===== src/rtl/lsu_pkg.sv =====
package lsu_pkg;

  typedef enum logic [1:0] {
    PH_IDLE  = 2'd0,
    PH_ADDR  = 2'd1,
    PH_LOAD  = 2'd2,
    PH_STORE = 2'd3
  } phase_e;

  typedef struct packed {
    logic is_store;
    logic wb;
    logic use_sum;
  } acc_t;

  function automatic acc_t acc_decode(input logic [2:0] k);
    acc_t r;
    r.is_store = k[2];
    r.wb       = k[1];
    r.use_sum  = k[0];
    return r;
  endfunction

  // byte access: no sum capture and no write-back
  function automatic logic acc_is_byte(input acc_t a);
    return !a.wb && !a.use_sum;
  endfunction

endpackage


===== src/rtl/lsu_addr_gen.sv =====
module lsu_addr_gen
  import lsu_pkg::*;
#(
  parameter int WIDTH = 16
) (
  input  logic clk,
  input  logic rst_n,
  input  logic restart,
  input  logic active,
  input  logic vld,
  input  acc_t acc,
  input  logic a_bit,
  input  logic b_bit,
  input  logic hold_rot,
  output logic addr_bit,
  output logic wb_bit,
  output logic wb_vld,
  output logic hold_bit
);
  logic             cy;
  logic             b_eff;
  logic             sum;
  logic             cout;
  logic [WIDTH-1:0] hold;
  logic             take;

  assign b_eff = acc_is_byte(acc) ? 1'b0 : b_bit;
  assign sum   = a_bit ^ b_eff ^ cy;
  assign cout  = (a_bit & b_eff) | (a_bit & cy) | (b_eff & cy);
  assign take  = active && vld;

  assign addr_bit = acc.use_sum ? sum : a_bit;
  assign wb_bit   = sum;
  assign wb_vld   = take && acc.wb;
  assign hold_bit = hold[0];

  always_ff @(posedge clk or negedge rst_n) begin
    if (!rst_n) begin
      cy <= 1'b0;
    end else if (restart) begin
      cy <= 1'b0;
    end else if (take) begin
      cy <= cout;
    end
  end

  // keeps the written-back value so a store of the same register sees it
  always_ff @(posedge clk or negedge rst_n) begin
    if (!rst_n) begin
      hold <= '0;
    end else if (take && acc.wb) begin
      hold <= {sum, hold[WIDTH-1:1]};
    end else if (hold_rot) begin
      hold <= {hold[0], hold[WIDTH-1:1]};
    end
  end
endmodule


===== src/rtl/lsu_load_fmt.sv =====
module lsu_load_fmt #(
  parameter int WIDTH  = 16,
  parameter int BYTE_W = 8,
  localparam int CW    = $clog2(WIDTH)
) (
  input  logic          clk,
  input  logic          rst_n,
  input  logic          active,
  input  logic          vld,
  input  logic [CW-1:0] idx,
  input  logic          mem_bit,
  input  logic          byte_mode,
  input  logic          sext,
  output logic          ld_bit,
  output logic          ld_vld,
  output logic          flag_n,
  output logic          flag_z,
  output logic          flag_c
);
  localparam logic [CW-1:0] SGN_IDX  = CW'(BYTE_W - 1);
  localparam logic [CW-1:0] HI_START = CW'(BYTE_W);
  localparam logic [CW-1:0] LAST_IDX = CW'(WIDTH - 1);

  logic sgn;
  logic zacc;
  logic upper;
  logic take;

  assign take   = active && vld;
  assign upper  = idx >= HI_START;
  assign ld_bit = (byte_mode && upper) ? (sext & sgn) : mem_bit;
  assign ld_vld = take;

  always_ff @(posedge clk or negedge rst_n) begin
    if (!rst_n) begin
      sgn  <= 1'b0;
      zacc <= 1'b0;
    end else if (take) begin
      if (idx == SGN_IDX) sgn <= mem_bit;
      zacc <= (idx == '0) ? ld_bit : (zacc | ld_bit);
    end
  end

  always_ff @(posedge clk or negedge rst_n) begin
    if (!rst_n) begin
      flag_n <= 1'b0;
      flag_z <= 1'b0;
      flag_c <= 1'b0;
    end else if (take && idx == LAST_IDX) begin
      flag_n <= mem_bit;
      flag_z <= ~(zacc | ld_bit);
      flag_c <= sgn;
    end
  end
endmodule


===== src/rtl/lsu_store_gate.sv =====
module lsu_store_gate #(
  parameter int WIDTH  = 16,
  parameter int BYTE_W = 8,
  localparam int CW    = $clog2(WIDTH)
) (
  input  logic          active,
  input  logic          vld,
  input  logic [CW-1:0] idx,
  input  logic          byte_mode,
  input  logic          subst,
  input  logic          st_bit,
  input  logic          hold_bit,
  output logic          sdo_bit,
  output logic          sck_en
);
  localparam logic [CW-1:0] HI_START = CW'(BYTE_W);

  assign sck_en  = active && vld && !(byte_mode && idx >= HI_START);
  assign sdo_bit = subst ? hold_bit : st_bit;
endmodule


===== src/rtl/lsu_serial_top.sv =====
module lsu_serial_top
  import lsu_pkg::*;
#(
  parameter int WIDTH  = 16,
  parameter int BYTE_W = 8
) (
  input  logic       clk,
  input  logic       rst_n,
  input  logic [1:0] phase,
  input  logic [2:0] acc_kind,
  input  logic [2:0] minor,
  input  logic       st_same_reg,
  input  logic       in_vld,
  input  logic       a_bit,
  input  logic       b_bit,
  input  logic       mem_bit,
  input  logic       st_bit,
  output logic       addr_bit,
  output logic       wb_bit,
  output logic       wb_vld,
  output logic       ld_bit,
  output logic       ld_vld,
  output logic       sdo_bit,
  output logic       sck_en,
  output logic       flag_n,
  output logic       flag_z,
  output logic       flag_c
);
  localparam int CW = $clog2(WIDTH);
  localparam logic [CW-1:0] LAST_IDX = CW'(WIDTH - 1);

  phase_e        ph;
  acc_t          acc;
  logic [CW-1:0] idx;
  logic          byte_mode;
  logic          st_act;
  logic          hold_bit;
  logic          subst;

  assign ph        = phase_e'(phase);
  assign acc       = acc_decode(acc_kind);
  assign byte_mode = acc_is_byte(acc);
  assign st_act    = ph == PH_STORE;
  assign subst     = st_same_reg && acc.wb;

  always_ff @(posedge clk or negedge rst_n) begin
    if (!rst_n) begin
      idx <= '0;
    end else if (ph == PH_IDLE) begin
      idx <= '0;
    end else if (in_vld) begin
      idx <= (idx == LAST_IDX) ? '0 : idx + 1'b1;
    end
  end

  lsu_addr_gen #(.WIDTH(WIDTH)) u_addr (
    .clk      (clk),
    .rst_n    (rst_n),
    .restart  (ph == PH_IDLE),
    .active   (ph == PH_ADDR),
    .vld      (in_vld),
    .acc      (acc),
    .a_bit    (a_bit),
    .b_bit    (b_bit),
    .hold_rot (st_act && in_vld && subst),
    .addr_bit (addr_bit),
    .wb_bit   (wb_bit),
    .wb_vld   (wb_vld),
    .hold_bit (hold_bit)
  );

  lsu_load_fmt #(.WIDTH(WIDTH), .BYTE_W(BYTE_W)) u_load (
    .clk       (clk),
    .rst_n     (rst_n),
    .active    (ph == PH_LOAD),
    .vld       (in_vld),
    .idx       (idx),
    .mem_bit   (mem_bit),
    .byte_mode (byte_mode),
    .sext      (minor == 3'd1),
    .ld_bit    (ld_bit),
    .ld_vld    (ld_vld),
    .flag_n    (flag_n),
    .flag_z    (flag_z),
    .flag_c    (flag_c)
  );

  lsu_store_gate #(.WIDTH(WIDTH), .BYTE_W(BYTE_W)) u_store (
    .active    (st_act),
    .vld       (in_vld),
    .idx       (idx),
    .byte_mode (byte_mode),
    .subst     (subst),
    .st_bit    (st_bit),
    .hold_bit  (hold_bit),
    .sdo_bit   (sdo_bit),
    .sck_en    (sck_en)
  );
endmodule


===== config.mk =====
export PLATFORM = sky130hd
export DESIGN_NAME = lsu_serial_top
export DESIGN_NICKNAME = d
export VERILOG_FILES = /design/src/rtl/lsu_pkg.sv /design/src/rtl/lsu_addr_gen.sv /design/src/rtl/lsu_load_fmt.sv /design/src/rtl/lsu_store_gate.sv /design/src/rtl/lsu_serial_top.sv
export SDC_FILE = /design/constraint.sdc
export NUM_CORES = 1
export LEC_CHECK = 0
export ABC_AREA = 1
export BUFFER_PORTS_ARGS = -buffer_cell sky130_fd_sc_hd__clkbuf_2
export CORE_UTILIZATION = 39
export CTS_BUF_LIST = sky130_fd_sc_hd__clkbuf_16
export DETAILED_ROUTE_END_ITERATION = 16
export MAX_ROUTING_LAYER = met4
export SYNTH_ARGS = -nofsm -noshare
export SYNTH_HDL_FRONTEND = slang
export SYNTH_SLANG_ARGS = --single-unit

===== constraint.sdc =====
create_clock -name clk -period 2.1 [get_ports clk]
set_input_delay 0.105 -clock clk [delete_from_list [all_inputs] [get_ports clk]]
set_output_delay 0.105 -clock clk [all_outputs]
set_load 0.01 [all_outputs]

==> reports/metrics.yaml, run 1 <==
outcome: "finished, final reports clean"
r2r-start: "u_addr.cy$_DFFE_PN0P_"
die_x_um: 60.1
cts_inserted_buffers: 3
cts_tree: "done"
port_buffers: 24
rsz0062_at_grt: "false"
post_cts_buffers: 0
worstMarginPinSlew_ns: 0.653
place_congestion: 0.776
cts-root-buf: "clkbuf_16"
first_pass_iters: 4
setup.worst_path.class: "flip-flop to output port"
drc: 0
grt_pass1_vias: 1049
ys_ff_latch: 26
die_area_um2: 3610
die_y_um: 60.1
tns_ns: 0
synth_edf_count: 0
grt_pass1_wl_um: 4400
yosys_warnings: 0
clkSinkCount: 26
dp_hpwl_um: 1730
rr_endpoint: "u_addr.hold[15]$_DFFE_PN0P_"
crit_fanout: 2
synthCells: 159
clock_latency_ns: 0.26
slew_viol_final: 0
place_area_um2: 1460
setup_viol: 0
p_switching_w: 0.000319
start_kind: "flip-flop"
wl_per_cell_um: 10.8
place_ws_ns: 0.574
cts_buffer_depth: 2
wirelength_um: 2470
maxCapViolCount: 0
overflow: 0
num_rows: 20
synthFlopType: "dfrtp_1"
min_from: "in_vld"
ff2ff_path_depth: 5
p_comb_share_pct: 13.1
vias: 1072
ys_seq_area_share_pct: 49.5
period_needed_ns: 1.63
grt_antenna_before_repair: 0
r2r_slack_ns: 0.83
syn_to_final_growth_pct: 19.5
n_antenna_cell: 0
finClkSkew_ns: 0.00129
syn_area_um2: 1320
pwr-share-seq_pct: 45.4
drt_iter0_markers: 58
syn_nets: 178
endpoint_kind: "output port"
p_leak_nw: 0.888
syn_area_per_cell_um2: 8.27
cp-endpoint: "addr_bit"
ctsHtreeMaxLevel: 1
grt_max_degree: 27
power.density_nw_per_um2: 849
ant_nets: 0
cp_data_arrival_time_ns: 1.53
grtUsageTotal_pct: 17.2
hold_viol: 0
synth_cell_type_count: 19
avgViaCountPerCell: 4.68
critPathRequiredTime_ns: 2.00
cts.clk_slew.worst_paths_ns: 0.06
hp-class: "input pin to flip-flop"
synth-async-reset-ratio_pct: 100
p_int_w: 0.00102
p_sw_share_pct: 23.9
vdd_drop_max_uv: 306
layout.nets: 205
startpoint: "u_addr.cy$_DFFE_PN0P_"
setup_ws_ns: 0.466
post-route-period-util_pct: 77.8
io_pins: 26
fin_area_um2: 1570
core_area_um2: 3130
slew-limit-headroom_pct: 56.5
drive_gt1_share_pct: 20.0
start_util_pct: 42.0
fmax_ghz: 0.612
power.share.clock_pct: 41.5
-- stage by stage --
stage	power [W]	utilization, %	instances	hold WS (ns)
after floorplan	0.000724	-	159	-0.191
after global placement	0.000781	46.6	224	0.158
after detailed placement	0.000788	46.6	224	0.167
after CTS	0.00135	50.2	229	0.117
after global routing	0.00140	50.2	229	0.118
final	0.00133	50.2	229	0.116
-- power groups by stage --
stage                     clock [W]  combinational (W)  sequential [W]
after floorplan                   0           0.000120        0.000605
after global placement            0           0.000168        0.000614
after detailed placement          0           0.000175        0.000614
after CTS                  0.000570           0.000179        0.000606
after global routing       0.000583           0.000204        0.000616
final                      0.000554           0.000175        0.000606
-- layout make-up --
cell class / instances / area (um2)
Timing Repair Buffer: 25 / 130
Multi-Input combinational cell: 116 / 578
Tap cell: 44 / 55.1
Fill cell: 321 / 1560
Clock buffer: 3 / 75.1
Clock inverter: 1 / 30.0
Sequential cell: 26 / 651
Inverter: 14 / 52.6
-- flip-flops by register name, summed over array words and instances, names as in the netlist --
name	cells
u_load.flag_n	1
u_addr.cy	1
u_load.flag_z	1
u_addr.hold	16
u_load.zacc	1
u_load.sgn	1
u_load.flag_c	1
idx	4
-- synthesized netlist by cell type, types with 2 or more instances --
master	n	area, um2
nand2_1	57	214
nand2_2	3	18.8
nor2_4	2	22.5
nor2_1	9	33.8
ha_1	2	25.0
a21oi_1	4	20.0
dfrtp_1	26	651
nand2_4	2	22.5
nand3_1	22	110
inv_1	14	52.6
o21ai_0	10	50.1
-- layer usage --
layer,track usage (%),share of wire (%)
met1,21.0,48
met2,27.8,47
met3,3.25,3.7
met4,6.98,1.8
met5,-,0
-- critical path: stages (launching register included) --
cell	delay, ns
dfrtp_1	0.40
fa_1	0.53
inv_1	0.06
a21oi_1	0.14
clkbuf_2	0.15
-- how the worst min path moves through the flow --
stage	to	slack, ns	cells past startpoint
finish	idx[2]$_DFFE_PN0P_	0.12	2
CTS	idx[2]$_DFFE_PN0P_	0.12	2
global route	idx[2]$_DFFE_PN0P_	0.12	2
floorplan	idx[0]$_DFFE_PN0P_	-0.19	0
detailed placement	idx[0]$_DFFE_PN0P_	0.17	1
global placement	idx[0]$_DFFE_PN0P_	0.16	1
-- cells in the final DEF, fill, tap and decap left out --
cell and count:
nand3_1 22, nor2_4 2, nand2_1 57, nand2_4 2, and2_1 1, ha_1 2, xor2_1 1, dlygate4sd3_1 1
fa_1 1, dfrtp_1 26, nand2_2 3, bufinv_16 1, nor2_1 9, clkbuf_16 3, o21ai_0 10, inv_1 14
nand2_8 1, a21oi_1 4, nor2_2 1, clkbuf_2 24
-- what timing repair did --
action,in CTS,in global routing
hold buffers,1,0
resized for setup,0,0
hold endpoints to repair,26,0
endpoints found under the setup margin,0,0
-- kinds of logic (layout without fill, tap and decap cells) --
group,Yosys count,count (layout),synth area share [%]
simple gates,98,98,34.5
xor+xnor,1,1,0.666
fa+ha+maj,3,3,3.43
compound gates,14,14,5.33
buf+inv,17,43,6.56
flops,26,26,49.5
(Power assumes the default switching activity.)
==> inputs of run 2 (changes only) <==
--- a/config.mk
+++ b/config.mk
@@ -5,7 +5,7 @@
 export SDC_FILE = /design/constraint.sdc
 export NUM_CORES = 1
 export LEC_CHECK = 0
-export ABC_AREA = 1
+export ABC_AREA = 0
 export BUFFER_PORTS_ARGS = -buffer_cell sky130_fd_sc_hd__clkbuf_2
 export CORE_UTILIZATION = 39
 export CTS_BUF_LIST = sky130_fd_sc_hd__clkbuf_16
==> constraint.sdc (replaced) <==
create_clock -name clk -period 1.4 [get_ports clk]
set_input_delay 0.07 -clock clk [delete_from_list [all_inputs] [get_ports clk]]
set_output_delay 0.07 -clock clk [all_outputs]
set_load 0.01 [all_outputs]
==> run 2 against run 1 <==
Effect of this change:
- global-route usage is 3.1 points lower
- largest power group unchanged
- die area is 1.4% lower
- the run now ends with negative setup slack left
- critical path depth decreased by 1
- clock skew increased by 0.0013 ns
==> reports/metrics.yaml, run 2 <==
outcome: "complete, but fails checks"
violations: "negative setup slack"
synthCells: 99
ant_nets: 0
startpoint: "u_addr.cy$_DFFE_PN0P_"
die_x_um: 59.7
final_cell_mix: "dfrtp_1, clkbuf_2, mux2_4, mux2_2, buf_4"
crit_fanout: 3
setup_viol: 2
vdd_drop_max_uv: 1150
cts_inserted_buffers: 3
maxCapViolCount: 0
place_area_um2: 1510
critPathTopFamily: "adder cells"
drt_iter0_markers: 23
synth_top_cells_by_area: "dfrtp_1, mux2_4, mux2_2"
port_buffers: 24
syn_to_final_growth_pct: 26.7
critPathBufInv: 1
vias: 859
post-route-period-util_pct: 113
min_from: "mem_bit"
yosysMostFrequentCell: "dfrtp_1"
syn_area_per_cell_um2: 13.1
power.density_nw_per_um2: 1230
start_util_pct: 41.8
cts-root-buf: "clkbuf_16"
worstPathCellList: "fa_1 > mux2_2 > clkbuf_2"
hold_slack_ns: 0.0890
hp-class: "input pin to flip-flop"
grt_pass1_vias: 858
syn_nets: 118
cts_buffer_depth: 2
cp_data_arrival_time_ns: 1.51
finClkSkew_ns: 0.00260
largest_register_ffs: 16
die_area_um2: 3560
place_congestion: 0.846
fin_area_um2: 1640
core_area_um2: 3100
worstMarginPinSlew_ns: 0.626
top_regs: "u_addr.hold x16, idx x4"
slew_viol_final: 0
ys_ff_latch: 26
hold_viol: 0
clock_latency_ns: 0.25
cts_tree: "done"
setup_ws_ns: -0.175
n_antenna_cell: 0
synth_top_cell_by_area: "dfrtp_1"
grt_max_degree: 27
crit_slowest_cell: "fa_1"
synth_cell_type_count: 29
setup.worst_path.class: "flip-flop to output port"
slowest_delay_ns: 0.45
cts.clk_slew.worst_paths_ns: 0.06
slew-limit-headroom_pct: 58.3
wirelength_um: 2260
synth_edf_count: 0
overflow: 0
drive_gt1_share_pct: 48.1
r2r-start: "u_addr.cy$_DFFE_PN0P_"
syn_area_um2: 1300
layout.nets: 154
wl_per_cell_um: 12.8
yosys_warnings: 0
avgViaCountPerCell: 4.85
critPathRequiredTime_ns: 1.33
ctsHtreeMaxLevel: 1
grtUsageTotal_pct: 14.1
synthFlopType: "dfrtp_1"
regMostFlops: "u_addr.hold"
rsz0062_at_grt: "true"
grt_pass1_wl_um: 3640
final_cells: 177
num_rows: 20
p_leak_nw: 0.803
grt_antenna_before_repair: 0
die_y_um: 59.7
ys_seq_area_share_pct: 50.2
place_inst: 172
first_pass_iters: 2
io_pins: 26
fmax_ghz: 0.635
synth_top_area_share_pct: 50.2
endpoint_kind: "output port"
start_kind: "flip-flop"
synth-async-reset-ratio_pct: 100
period_needed_ns: 1.58
ys_top_cells_by_count: "dfrtp_1, mux2_4, mux2_2"
final_common_cell: "dfrtp_1"
drc: 0
clkSinkCount: 26
dp_hpwl_um: 1670
[run 2: stage by stage]
stage	power (W)	setup WS [ns]	util, %	setup TNS [ns]
3_5_place_dp	0.00139	0.0316	48.7	0
5_1_grt	0.00211	-0.219	52.9	-0.333
2_1_floorplan	0.00124	0.0781	-	0
6_report	0.00202	-0.175	52.9	-0.243
3_3_place_gp	0.00137	0.0286	48.7	0
4_1_cts	0.00202	-0.173	52.1	-0.262
[run 2: layer usage]
metal,track usage [%],routed length (um),vias to the layer above
li1,-,-,417
met1,16.8,988,433
met2,24.8,1210,7
met3,3.25,43,2
met4,1.99,13,0
met5,-,0,-
[run 2: cell families after synthesis]
group	Yosys count	synth area share (%)
XOR/XNOR	1	0.676
multiplexers	22	22.2
AO/OA/AOI/OAI	13	7.92
AND/OR/NAND/NOR	25	11.3
buffers and inverters	9	4.25
adder cells (fa/ha/maj)	3	3.47
flip-flops	26	50.2
[run 2: layout make-up]
class / count / area (um2)
fill: 289 / 1460
timing repair buffer: 34 / 223
inverter: 6 / 22.5
tap: 44 / 55.1
clock buffer: 3 / 75.1
multi-input combinational: 64 / 617
sequential: 26 / 651
[run 2: final timing paths]
path / endpoint / slack (ns) / cells after the start
setup / recovery: addr_bit / -0.18 / 3
hold / removal: u_load.flag_n$_DFFE_PN0P_ / 0.09 / 2
setup reg to reg: u_addr.hold[15]$_DFFE_PN0P_ / 0.05 / 4
hold reg to reg: u_load.flag_z$_DFFE_PN0P_ / 0.47 / 1
max in group asynchronous: u_addr.hold[5]$_DFFE_PN0P_ / 0.63 / 2
min in group asynchronous: idx[0]$_DFFE_PN0P_ / 0.36 / 2
[run 2: timing repair]
item / CTS / global route
resized for setup: 2 / 7
buffers inserted: 1 / 1
hold endpoints to repair: 26 / 0
endpoints found under the setup margin: 3 / 6
hold buffers: 1 / 0
pin swaps: 1 / 1
[run 2: report_power, final]
group / switching, W / internal (W) / leakage (nW)
sequential: 0.0000850 / 0.000892 / 0.348
combinational: 0.000178 / 0.000256 / 0.418
clock: 0.000229 / 0.000377 / 0.0370
==> inputs of run 3 (changes only) <==
--- a/config.mk
+++ b/config.mk
@@ -14,3 +14,4 @@
 export SYNTH_ARGS = -nofsm -noshare
 export SYNTH_HDL_FRONTEND = slang
 export SYNTH_SLANG_ARGS = --single-unit
+export TNS_END_PERCENT = 10
==> constraint.sdc (replaced) <==
create_clock -name clk -period 1.55 [get_ports clk]
set_input_delay 0.0775 -clock clk [delete_from_list [all_inputs] [get_ports clk]]
set_output_delay 0.0775 -clock clk [all_outputs]
set_load 0.01 [all_outputs]
==> run 3 against run 2 <==
Effect of this change:
- clock skew increased by 0.0015 ns
- final area decreased by 4.3%
- the run still ends with negative setup slack left
- first-iteration DRC count increased by 100%
- hold slack improved by 0.0035 ns
- clock power decreased by 9.7%
- count of clock-buffer cells in the layout unchanged
- routed wire length decreased by 4.9%
- die area unchanged
- critical endpoint unchanged
- via count decreased by 2.1%
==> reports/metrics.yaml, run 3 (synthesis results as in run 2) <==
outcome: "complete, but fails checks"
violations: "negative setup slack"
cts-root-buf: "clkbuf_16"
hold_end: "u_load.sgn$_DFFE_PN0P_"
p_switching_w: 0.000429
grt_pass1_wl_um: 3510
vdd_drop_max_uv: 767
worstMarginPinSlew_ns: 0.618
grt_antenna_before_repair: 0
start_util_pct: 41.8
grt_pass1_vias: 825
critPathRequiredTime_ns: 1.47
slowest_delay_ns: 0.47
place_congestion: 0.826
place_ws_ns: 0.107
ctsHtreeMaxLevel: 1
hp-class: "input pin to flip-flop"
final_common_cell: "dfrtp_1"
cp_data_arrival_time_ns: 1.52
crit_slowest_cell: "fa_1"
drc: 0
wl_per_cell_um: 12.5
core_area_um2: 3100
layout.nets: 149
port_buffers: 24
maxCapViolCount: 0
finClkSkew_ns: 0.00406
hold_viol: 0
clock_latency_ns: 0.25
start_kind: "flip-flop"
syn_to_final_growth_pct: 21.3
cts_tree: "done"
clkSinkCount: 26
grtUsageTotal_pct: 13.8
power.density_nw_per_um2: 1130
overflow: 0
die_y_um: 59.7
grt_max_degree: 27
die_area_um2: 3560
min_from: "mem_bit"
pwr-share-seq_pct: 50.3
p_sw_share_pct: 24.1
avgViaCountPerCell: 4.89
dp_hpwl_um: 1620
p_leak_nw: 0.771
crit_fanout: 2
n_antenna_cell: 0
largest_register_ffs: 16
worstHoldPathCells: 2
slew-limit-headroom_pct: 58.8
rsz0062_at_grt: "true"
ant_nets: 0
final_cell_mix: "dfrtp_1, clkbuf_2, mux2_4, mux2_2, nor2_1"
setup.worst_path.class: "flip-flop to output port"
power.share.clock_pct: 30.8
slew_viol_final: 0
drt_iter0_markers: 47
worstPathCellList: "fa_1 > mux2_2 > clkbuf_2"
tns_ns: -0.0426
fmax_ghz: 0.628
cts_inserted_buffers: 3
setup_viol: 1
wirelength_um: 2150
die_x_um: 59.7
r2r-start: "idx[3]$_DFFE_PN0P_"
regMostFlops: "u_addr.hold"
r2r_slack_ns: 0.14
ff2ff_path_depth: 3
drive_gt1_share_pct: 43.8
p_comb_share_pct: 19.0
first_pass_iters: 4
post-route-period-util_pct: 103
setup_ws_ns: -0.0426
period_needed_ns: 1.59
cts.clk_slew.worst_paths_ns: 0.06
cts_buffer_depth: 2
p_int_w: 0.00135
io_pins: 26
top_regs: "u_addr.hold x16, idx x4"
num_rows: 20
rr_endpoint: "u_load.flag_z$_DFFE_PN0P_"
endpoint_kind: "output port"
vias: 841
[run 3: changes by cell type in the layout (fill, tap and decap cells not counted), sizes merged]
cell    change
clkbuf      +2
buf         -7
[run 3: worst max-delay path, delay by kind of cell, from the launching register on]
family | cells | cell delay [ns]
buf+inv | 1 | 0.12
flops | 1 | 0.40
mux | 1 | 0.27
fa+ha+maj | 1 | 0.47
[run 3: worst max path at each step]
stage	startpoint	endpoint	slack, ns	depth (start not counted)
finish	u_addr.cy$_DFFE_PN0P_	addr_bit	-0.04	3
global route	u_addr.cy$_DFFE_PN0P_	addr_bit	-0.08	3
CTS	u_addr.cy$_DFFE_PN0P_	addr_bit	-0.04	3
detailed placement	idx[3]$_DFFE_PN0P_	u_load.flag_z$_DFFE_PN0P_	0.11	3
global placement	idx[3]$_DFFE_PN0P_	u_load.flag_z$_DFFE_PN0P_	0.15	3
floorplan	u_addr.cy$_DFFE_PN0P_	u_addr.hold[15]$_DFFE_PN0P_	0.23	3
[run 3: power groups by stage]
stage | Combinational, W | Sequential, W | Clock [W]
after floorplan | 0.000246 | 0.000878 | 0
after global placement | 0.000319 | 0.000895 | 0
after detailed placement | 0.000327 | 0.000906 | 0
after CTS | 0.000342 | 0.000895 | 0.000569
after global routing | 0.000379 | 0.000909 | 0.000581
final | 0.000337 | 0.000894 | 0.000547
[run 3: final cells by class]
class	instances	area, um2
Clock buffer	3	75.1
Fill cell	292	1530
Inverter	6	22.5
Multi-Input combinational cell	64	597
Sequential cell	26	651
Tap cell	44	55.1
Timing Repair Buffer	29	173
[run 3: through the flow]
stage	hold slack [ns]	total power (W)	instance area (um2)	util (%)	instances
floorplan	-0.218	0.00112	1300	-	99
global placement	0.125	0.00121	1470	47.3	166
detailed placement	0.121	0.00123	1470	47.3	166
CTS	0.0923	0.00181	1570	50.5	172
global route	0.102	0.00187	1570	50.7	172
finish	0.0925	0.00178	1570	50.7	172
[run 3: timing repair]
item | 4_1_cts | 5_1_grt
hold buffers | 1 | 0
endpoints found under the hold margin | 26 | 0
gates resized for setup | 0 | 1
pin swaps | 1 | 0
endpoints found under the setup margin | 1 | 2
buffers inserted | 2 | 0
[run 3: layer usage]
metal,up-vias,wire (um),track usage (%),share of wire [%]
li1,404,-,-,-
met1,422,956,17.2,45
met2,11,1090,21.1,51
met3,4,57,3.90,2.7
met4,0,47,5.65,2.2
met5,-,0,-,0
